**src/rtl/sst_pkg.sv**
```systemverilog
package sst_pkg;
  typedef enum logic {SYNC_PULSE = 1'b0, SYNC_CONT = 1'b1} sync_mode_e;
  typedef enum logic {FILT_FIR = 1'b0, FILT_SINC = 1'b1} filt_sel_e;

  localparam int unsigned FIR_SETTLE_DEF  = 63;
  localparam int unsigned SINC_SETTLE_DEF = 5;
endpackage

```
**src/rtl/sst_edge_det.sv**
```systemverilog
module sst_edge_det (
  input  logic clk_i,
  input  logic rst_ni,
  input  logic sig_i,
  output logic rise_o
);
  logic sig_q;

  always_ff @(posedge clk_i or negedge rst_ni) begin
    if (!rst_ni) sig_q <= 1'b0;
    else         sig_q <= sig_i;
  end

  assign rise_o = sig_i & ~sig_q;

  AST_RISE_ONCE: assert property (@(posedge clk_i) disable iff (!rst_ni)
    rise_o |=> !rise_o);
endmodule

```
**src/rtl/sst_phase_ctr.sv**
```systemverilog
module sst_phase_ctr #(
  parameter int unsigned PERIOD_W = 16
) (
  input  logic                clk_i,
  input  logic                rst_ni,
  input  logic [PERIOD_W-1:0] period_i,
  input  logic                restart_i,
  output logic [PERIOD_W-1:0] phase_o,
  output logic                zero_o,
  output logic                tick_o
);
  localparam logic [PERIOD_W-1:0] ONE = PERIOD_W'(1);

  logic [PERIOD_W-1:0] phase_q;

  // >= keeps the counter bounded if period_i shrinks mid-period
  assign tick_o  = (phase_q >= (period_i - ONE));
  assign zero_o  = (phase_q == '0);
  assign phase_o = phase_q;

  always_ff @(posedge clk_i or negedge rst_ni) begin
    if (!rst_ni)        phase_q <= '0;
    else if (restart_i) phase_q <= ONE;  // edge cycle is phase zero
    else if (tick_o)    phase_q <= '0;
    else                phase_q <= phase_q + ONE;
  end

  AST_PHASE_ADVANCE: assert property (@(posedge clk_i) disable iff (!rst_ni)
    (!restart_i && !tick_o) |=> (phase_q == $past(phase_q) + ONE));
endmodule

```
**src/rtl/sst_restart_ctl.sv**
```systemverilog
module sst_restart_ctl (
  input  logic rise_i,
  input  logic chan_chg_i,
  input  logic cont_mode_i,
  input  logic phase_zero_i,
  output logic restart_o
);
  import sst_pkg::*;

  sync_mode_e mode;
  logic       sync_restart;

  assign mode = sync_mode_e'(cont_mode_i);

  always_comb begin
    sync_restart = 1'b0;
    if (rise_i) begin
      unique case (mode)
        SYNC_PULSE: sync_restart = 1'b1;
        SYNC_CONT:  sync_restart = ~phase_zero_i;
        default:    sync_restart = 1'b1;
      endcase
    end
  end

  assign restart_o = sync_restart | chan_chg_i;
endmodule

```
**src/rtl/sst_settle_ctr.sv**
```systemverilog
module sst_settle_ctr #(
  parameter int unsigned FIR_SETTLE  = sst_pkg::FIR_SETTLE_DEF,
  parameter int unsigned SINC_SETTLE = sst_pkg::SINC_SETTLE_DEF,
  localparam int unsigned MAX_SETTLE = (FIR_SETTLE > SINC_SETTLE) ? FIR_SETTLE : SINC_SETTLE,
  localparam int unsigned SETTLE_W   = $clog2(MAX_SETTLE + 1)
) (
  input  logic                clk_i,
  input  logic                rst_ni,
  input  logic                restart_i,
  input  logic                sinc_sel_i,
  input  logic                tick_i,
  output logic                ok_o,
  output logic [SETTLE_W-1:0] left_o
);
  import sst_pkg::*;

  localparam logic [SETTLE_W-1:0] LEN_FIR  = SETTLE_W'(FIR_SETTLE);
  localparam logic [SETTLE_W-1:0] LEN_SINC = SETTLE_W'(SINC_SETTLE);
  localparam logic [SETTLE_W-1:0] LEN_MAX  = SETTLE_W'(MAX_SETTLE);

  logic [SETTLE_W-1:0] left_q;
  logic [SETTLE_W-1:0] load_len;

  assign load_len = (filt_sel_e'(sinc_sel_i) == FILT_SINC) ? LEN_SINC : LEN_FIR;
  // the strobe that takes the count from 1 to 0 is the first valid one
  assign ok_o   = (left_q <= SETTLE_W'(1));
  assign left_o = left_q;

  always_ff @(posedge clk_i or negedge rst_ni) begin
    if (!rst_ni)                       left_q <= LEN_MAX;
    else if (restart_i)                left_q <= load_len;
    else if (tick_i && left_q != '0)   left_q <= left_q - SETTLE_W'(1);
  end

  AST_SETTLE_HOLD: assert property (@(posedge clk_i) disable iff (!rst_ni)
    (!restart_i && !tick_i) |=> $stable(left_q));
  AST_SETTLE_BOUND: assert property (@(posedge clk_i) disable iff (!rst_ni)
    left_q <= LEN_MAX);
endmodule

```
**src/rtl/sync_settle_tracker.sv**
```systemverilog
module sync_settle_tracker #(
  parameter int unsigned PERIOD_W    = 16,
  parameter int unsigned FIR_SETTLE  = sst_pkg::FIR_SETTLE_DEF,
  parameter int unsigned SINC_SETTLE = sst_pkg::SINC_SETTLE_DEF,
  localparam int unsigned MAX_SETTLE = (FIR_SETTLE > SINC_SETTLE) ? FIR_SETTLE : SINC_SETTLE,
  localparam int unsigned SETTLE_W   = $clog2(MAX_SETTLE + 1)
) (
  input  logic                clk_i,
  input  logic                rst_ni,
  input  logic                sync_i,
  input  logic                cont_mode_i,
  input  logic                sinc_sel_i,
  input  logic                chan_chg_i,
  input  logic [PERIOD_W-1:0] period_i,
  output logic                drdy_o,
  output logic                valid_o,
  output logic                restart_o
);
  logic                sync_rise;
  logic                restart_req;
  logic [PERIOD_W-1:0] phase;
  logic                phase_zero;
  logic                tick;
  logic                settled;
  logic [SETTLE_W-1:0] settle_left;

  sst_edge_det u_edge (
    .clk_i  (clk_i),
    .rst_ni (rst_ni),
    .sig_i  (sync_i),
    .rise_o (sync_rise)
  );

  sst_phase_ctr #(.PERIOD_W(PERIOD_W)) u_phase (
    .clk_i     (clk_i),
    .rst_ni    (rst_ni),
    .period_i  (period_i),
    .restart_i (restart_req),
    .phase_o   (phase),
    .zero_o    (phase_zero),
    .tick_o    (tick)
  );

  sst_restart_ctl u_rctl (
    .rise_i       (sync_rise),
    .chan_chg_i   (chan_chg_i),
    .cont_mode_i  (cont_mode_i),
    .phase_zero_i (phase_zero),
    .restart_o    (restart_req)
  );

  sst_settle_ctr #(.FIR_SETTLE(FIR_SETTLE), .SINC_SETTLE(SINC_SETTLE)) u_settle (
    .clk_i      (clk_i),
    .rst_ni     (rst_ni),
    .restart_i  (restart_req),
    .sinc_sel_i (sinc_sel_i),
    .tick_i     (tick),
    .ok_o       (settled),
    .left_o     (settle_left)
  );

  always_ff @(posedge clk_i or negedge rst_ni) begin
    if (!rst_ni) begin
      drdy_o    <= 1'b0;
      valid_o   <= 1'b0;
      restart_o <= 1'b0;
    end else begin
      drdy_o    <= tick & ~restart_req;
      valid_o   <= tick & settled & ~restart_req;
      restart_o <= restart_req;
    end
  end

  AST_DRDY_SINGLE: assert property (@(posedge clk_i) disable iff (!rst_ni)
    (drdy_o && period_i >= PERIOD_W'(2)) |=> !drdy_o);
  AST_VALID_QUAL: assert property (@(posedge clk_i) disable iff (!rst_ni)
    valid_o |-> drdy_o);
  AST_RESTART_ANCHOR: assert property (@(posedge clk_i) disable iff (!rst_ni)
    restart_o |-> (phase == PERIOD_W'(1)));
  AST_RESTART_LOAD: assert property (@(posedge clk_i) disable iff (!rst_ni)
    restart_o |-> (settle_left == SETTLE_W'(FIR_SETTLE) || settle_left == SETTLE_W'(SINC_SETTLE)));
  AST_PULSE_RESTART: assert property (@(posedge clk_i) disable iff (!rst_ni)
    (!cont_mode_i && sync_rise) |=> restart_o);
  AST_ALIGNED_KEEP: assert property (@(posedge clk_i) disable iff (!rst_ni)
    (cont_mode_i && sync_rise && drdy_o && !chan_chg_i) |=> !restart_o);
  AST_CHAN_RESTART: assert property (@(posedge clk_i) disable iff (!rst_ni)
    chan_chg_i |=> restart_o);
endmodule

```
**config.mk**
```make
export PLATFORM = sky130hd
export DESIGN_NAME = sync_settle_tracker
export DESIGN_NICKNAME = d
export VERILOG_FILES = /design/src/rtl/sst_pkg.sv /design/src/rtl/sst_edge_det.sv /design/src/rtl/sst_phase_ctr.sv /design/src/rtl/sst_restart_ctl.sv /design/src/rtl/sst_settle_ctr.sv /design/src/rtl/sync_settle_tracker.sv
export SDC_FILE = /design/constraint.sdc
export NUM_CORES = 1
export LEC_CHECK = 0
export BUFFER_PORTS_ARGS = -buffer_cell sky130_fd_sc_hd__buf_2
export CORE_MARGIN = 8
export CORE_UTILIZATION = 50
export DETAILED_ROUTE_END_ITERATION = 12
export PLACE_DENSITY = 0.7
export SYNTH_ARGS = -nofsm -noshare
export SYNTH_HDL_FRONTEND = slang
export SYNTH_HIERARCHICAL = 1
export SYNTH_SLANG_ARGS = --single-unit
```
**constraint.sdc**
```tcl
create_clock -name clk_i -period 2.8 [get_ports clk_i]
set_clock_uncertainty 0.05 [all_clocks]
set_input_delay 0.56 -clock clk_i [delete_from_list [all_inputs] [get_ports clk_i]]
set_output_delay 0.56 -clock clk_i [all_outputs]
set_load 0.05 [all_outputs]
```
Yosys cells after proc, flatten, opt, wreduce, memory -nomap -nowiden
Index checks and enable logic that the tools add are counted.

Register bits after elaboration: 26. RAM bits: 0. Input bits: 22. Output and inout port bits: 3. Memories: 0. Bits in read-only memories: 0. Latch bits: 0.

Equality and inequality tests: 0. Multipliers: 0. $add $sub $neg: 3. Reduce and logical (&&, ||, !) cells: 4. Shift-type cells: 0. Bitwise logic cells: 9. Mux-type cells: 7. Div/mod/pow operators: 0. Magnitude comparators: 2.

Operators by type and width (count): two-way mux 16 bit (2); two-way mux 6 bit (3); adder 16 x 1 -> 16 bit, second input constant (1); greater-or-equal comparator 16 bit (1); zero test 16 bit (1); subtractor 16 x 1 -> 16 bit, second input constant (1); less-or-equal comparator 6 x 1 -> 1 bit, second input constant (1); nonzero test 6 bit (1); subtractor 6 x 1 -> 6 bit, second input constant (1); bitwise AND 1 bit (4); NOT 1 bit (4); case mux 1 bit (2 select lines) (1); nonzero test 2 bit (1); logical AND 1 bit (1); two-way mux 1 bit (1); bitwise OR 1 bit (1).

Logic depth before layout (Yosys ltp)
Depth after elaboration: 7. Mapped depth: 15. Depth with buffers taken out: 15.

Hierarchy
The synthesis kept the hierarchy.

By module, submodules not included: sst_phase_ctr (cells an instance 163, seq. area each 400.4 sq um, area each 1422.6 sq um, times used 1); sst_settle_ctr (cells an instance 38, seq. area each 157.7 sq um, area each 399.1 sq um, times used 1); sync_settle_tracker (cells an instance 5, seq. area each 75.1 sq um, area each 90.1 sq um, times used 1); sst_edge_det (cells an instance 2, seq. area each 25.0 sq um, area each 38.8 sq um, times used 1); sst_restart_ctl (cells an instance 2, seq. area each 0.0 sq um, area each 11.3 sq um, times used 1).

Worst setup path before layout
No wires, ideal clock.

Kind: input port to flip-flop. Start point: input period_i[0]. End point: register u_settle.left_q[3] (netlist: u_settle/left_o[3]). Data required time: 2677 ps. Data arrival time: 3620 ps. Setup time: 73 ps. Path slack: -943 ps. Stages: 15. Path through: inv_1 > ha_1 > or4b_4 > nor3_4 > nand2_2 > nor4_2 > xnor2_1 > ha_1 > nand4_1 > nor4_1 > o21ai_1 > nand3_1 > or4b_4 > or3_1 > a21boi_1.

Word-level cells in the longest chain between the ends: 4.

Ends and longest elaborated chain: from (decl) (RTL line sync_settle_tracker.sv:14) `input logic [PERIOD_W-1:0] period_i,`; subtractor 16 x 1 -> 16 bit (RTL line sst_phase_ctr.sv:17) `assign tick_o = (phase_q >= (period_i - ONE));`; greater-or-equal comparator 16 bit (RTL line sst_phase_ctr.sv:17); net tick (RTL line sync_settle_tracker.sv:23) `logic tick;`; logical AND 1 bit (RTL line sst_settle_ctr.sv:32) `else if (tick_i && left_q != '0) left_q <= left_q - SETTLE_W'(1);`; nonzero test 2 bit (no line); to (signal assigned) (RTL line sst_settle_ctr.sv:31) `else if (restart_i) left_q <= load_len;`; to (signal assigned) (RTL line sst_settle_ctr.sv:32); to (decl) (RTL line sst_settle_ctr.sv:21) `logic [SETTLE_W-1:0] left_q;`.

The timed path passes the listed nets, and every way through them passes these cells. A chain may end at the register's enable or synchronous reset.

Worst setup path in the final report
Ends and elaborated chain as after synthesis.

==> impl_metrics.ini <==
[outcome]
status = finished with violations
failed_checks = negative setup slack

[synthesis]
syn_avg_cell_area_um2 = 9.34
ys_types = 46
ys_seq_elements = 26
synthFlopType = dfrtp_1
synth_warnings = 6
synth_cells = 210
synth_area_um2 = 1960
synth_edf_count = 0
syn_nets = 254
ys_seq_area_share_pct = 33.5
synthArstFlopShare_pct = 100

[setup_path]
cpMostUsedCell = or4b_4
r2r-start = u_phase/phase_o[14]
rrSetupSlack_ns = 0.30
critPathMaxFanout = 4
start_kind = input pin
crit_family = simple AND/OR/NAND/NOR gates
crit_start = period_i[0]
critPathCapture = u_settle/left_o[3]
slowest_delay_ns = 0.48
cp.arrival_ns = 3.75
slowest_stage = or4b_4
crit_required_ns = 2.95
crit_path_end_kind = flop
crit_type = input pin to flop
crit_path_cell_trace = buf_12 > inv_12 > ha_4 > or4b_4 > nor3_4 > nand2_2 > nor4_4 > xnor2_1 > ha_1 > nand4_1 > buf_4 > nor2_1 > a221oi_2 > nand3_2 > or4b_4 > or3_1 > a21boi_1
cp_num_cells = 17
path_buf_inv = 3
reg2reg_depth = 9
rr_endpoint = u_settle/left_o[3]

[cts]
htree_levels = 1
clock_path_buffers = 2
cts_tree = yes
cts_made_buffers = 3
root_buffer = clkbuf_8
clock_sinks = 26
cts.clk_slew.worst_paths_ns = 0.09
hold_buffers = 0
clk_latency_ns = 0.26

[place]
placed_cells_incl_taps = 305
placed_area_um2 = 2360
io_buffers = 24
gp_congestion = 0.823
dpl.hpwl_um = 3430
place_ws_ns = -1.12

[finish]
final_layout_size_suffix_gt1_share_pct = 37.8
fill_cells = 299
final_net_count = 312
seqCellArea_um2 = 658
final_core_util_pct = 70.3
multi_input_area_um2 = 1390
final_area_um2 = 2610
synthToLayoutAreaGrowth_pct = 33.2
layout.cells.non_filler = 315
num_antenna_cells = 0

[global_route]
antenna_found_initial = 0
grt_busiest_layer = met2
first_global_vias = 1701
grt_max_degree = 27
grt_overflow_total = 0
met1_usage_pct = 19.5
grt_util_met2_pct = 24.3
grt_pass1_wl_um = 7650
grt_use_met3_pct = 2.85
track_usage_pct = 14.7

[power]
power.total_mw = 0.821
p_leak_nw = 1.11
peakVddDrop_mv = 0.257
power_per_cell_area_nw_per_um2 = 314

[sta]
finalHoldViolCount = 0
fin_ws_ns = -0.802
worst_pin_slew_ns = 0.657
rsz0062_at_grt = yes
timing.final.crit_period_ns = 3.60
post-route-period-util_pct = 129
setup_violations = 24
setup_tns_ns = -11.17
fmax_mhz = 278
maxSlewHeadroom_pct = 55.6
maxSlewViolCount = 0
holdWs_ns = 0.233

[die]
rows = 22
die_y_um = 78.6
pin_count = 25
die_width_um = 78.6
die_area_um2 = 6180
coreArea_um2 = 3720
start_util_pct = 52.8

[detailed_routing]
vias = 1714
drc = 0
drtIter0Drc = 114
dr.pass1.iters = 4
ant_nets = 0
wire_per_inst_um = 14.9
drt-vias-per-instance = 5.44
wl_um = 4710

[hold_path]
hold_class = input pin to async pin

[run]
maxCapViolCount = 0
cell type report:
type	count	share of cell area, %
Sequential cell	26	25.2
Tap cell	48	2.30
Timing Repair Buffer	55	14.9
Inverter	11	2.16
Clock buffer	4	2.11
Multi-Input combinational cell	171	53.4
cells in the mapped netlist, drive strengths merged, types with 3 or more instances:
cell type	number	share of area [%]
nand2	12	2.4
xnor2	18	8.0
nand4	7	2.2
dfrtp	20	26
ha	22	14
inv	11	2.1
nor2	28	5.4
dfstp	6	8.0
xor2	9	4.0
o21a	4	1.5
nor3	10	3.1
nand3	7	1.8
nor2b	3	1.3
nor4	10	4.1
a21oi	9	2.3
per-layer routing:
layer | up-vias | share of wire, %
li1 | 868 | -
met1 | 823 | 47
met2 | 21 | 49
met3 | 2 | 3.2
met4 | 0 | 0.66
met5 | - | 0
kinds of logic (layout without fill, tap and decap cells):
kind of cell	Yosys count	count (layout)	share of synthesized area (%)
AND/OR/NAND/NOR	94	94	27.5
AO/OA/AOI/OAI	27	27	9.44
XOR/XNOR	27	27	12.1
flip-flops	26	26	33.5
adder cells (fa/ha/maj)	22	22	14.0
buffers and inverters	13	70	2.93
multiplexers	1	1	0.510
repair_timing:
| action | in CTS | in global routing |
|---|---|---|
| gates resized for setup | 15 | 24 |
| cloned | 1 | 0 |
| endpoints found under the hold margin | 0 | 0 |
| pin swaps | 5 | 2 |
| endpoints found under the setup margin | 24 | 24 |
| setup buffers | 1 | 4 |
cells in the final DEF (no fill, tap or decap), drive strengths merged, types with 3 or more instances in the layout:
cell type	n
nor2b	3
nand4	7
dfstp	6
inv	11
nand3	7
xnor2	18
xor2	9
o21a	4
ha	22
buf	55
nor2	28
nor3	10
dfrtp	20
nor4	10
nand2	12
clkbuf	4
a21oi	9
how the worst min path moves through the flow:
stage / endpoint / start / cells past startpoint
after floorplan: drdy_o / rst_ni / 0
after CTS: restart_o / rst_ni / 1
final: restart_o / rst_ni / 1
after detailed placement: u_phase/phase_o[0] / u_phase/phase_o[0] / 1
after global placement: u_phase/phase_o[0] / u_phase/phase_o[0] / 1
after global routing: restart_o / rst_ni / 1
state kept, by name (all words and copies together), names as in the netlist:
name	cells
drdy_o	1
restart_o	1
u_edge/sig_q	1
u_phase/phase_o	16
u_settle/left_o	6
valid_o	1
worst register-to-register path, delay by kind of cell, from the launching register on:
family | cells | cell delay [ns]
adder cells (fa/ha/maj) | 1 | 0.34
flip-flops | 1 | 0.46
AO/OA/AOI/OAI | 2 | 0.23
buffers and inverters | 1 | 0.20
AND/OR/NAND/NOR | 5 | 1.17
report_power, final:
part           switching [mW]  internal, mW
registers              0.0155         0.393
logic                  0.0921        0.0828
clock network           0.112         0.125
total                   0.220         0.601
No activity file was read; power rests on OpenSTA's default activity.
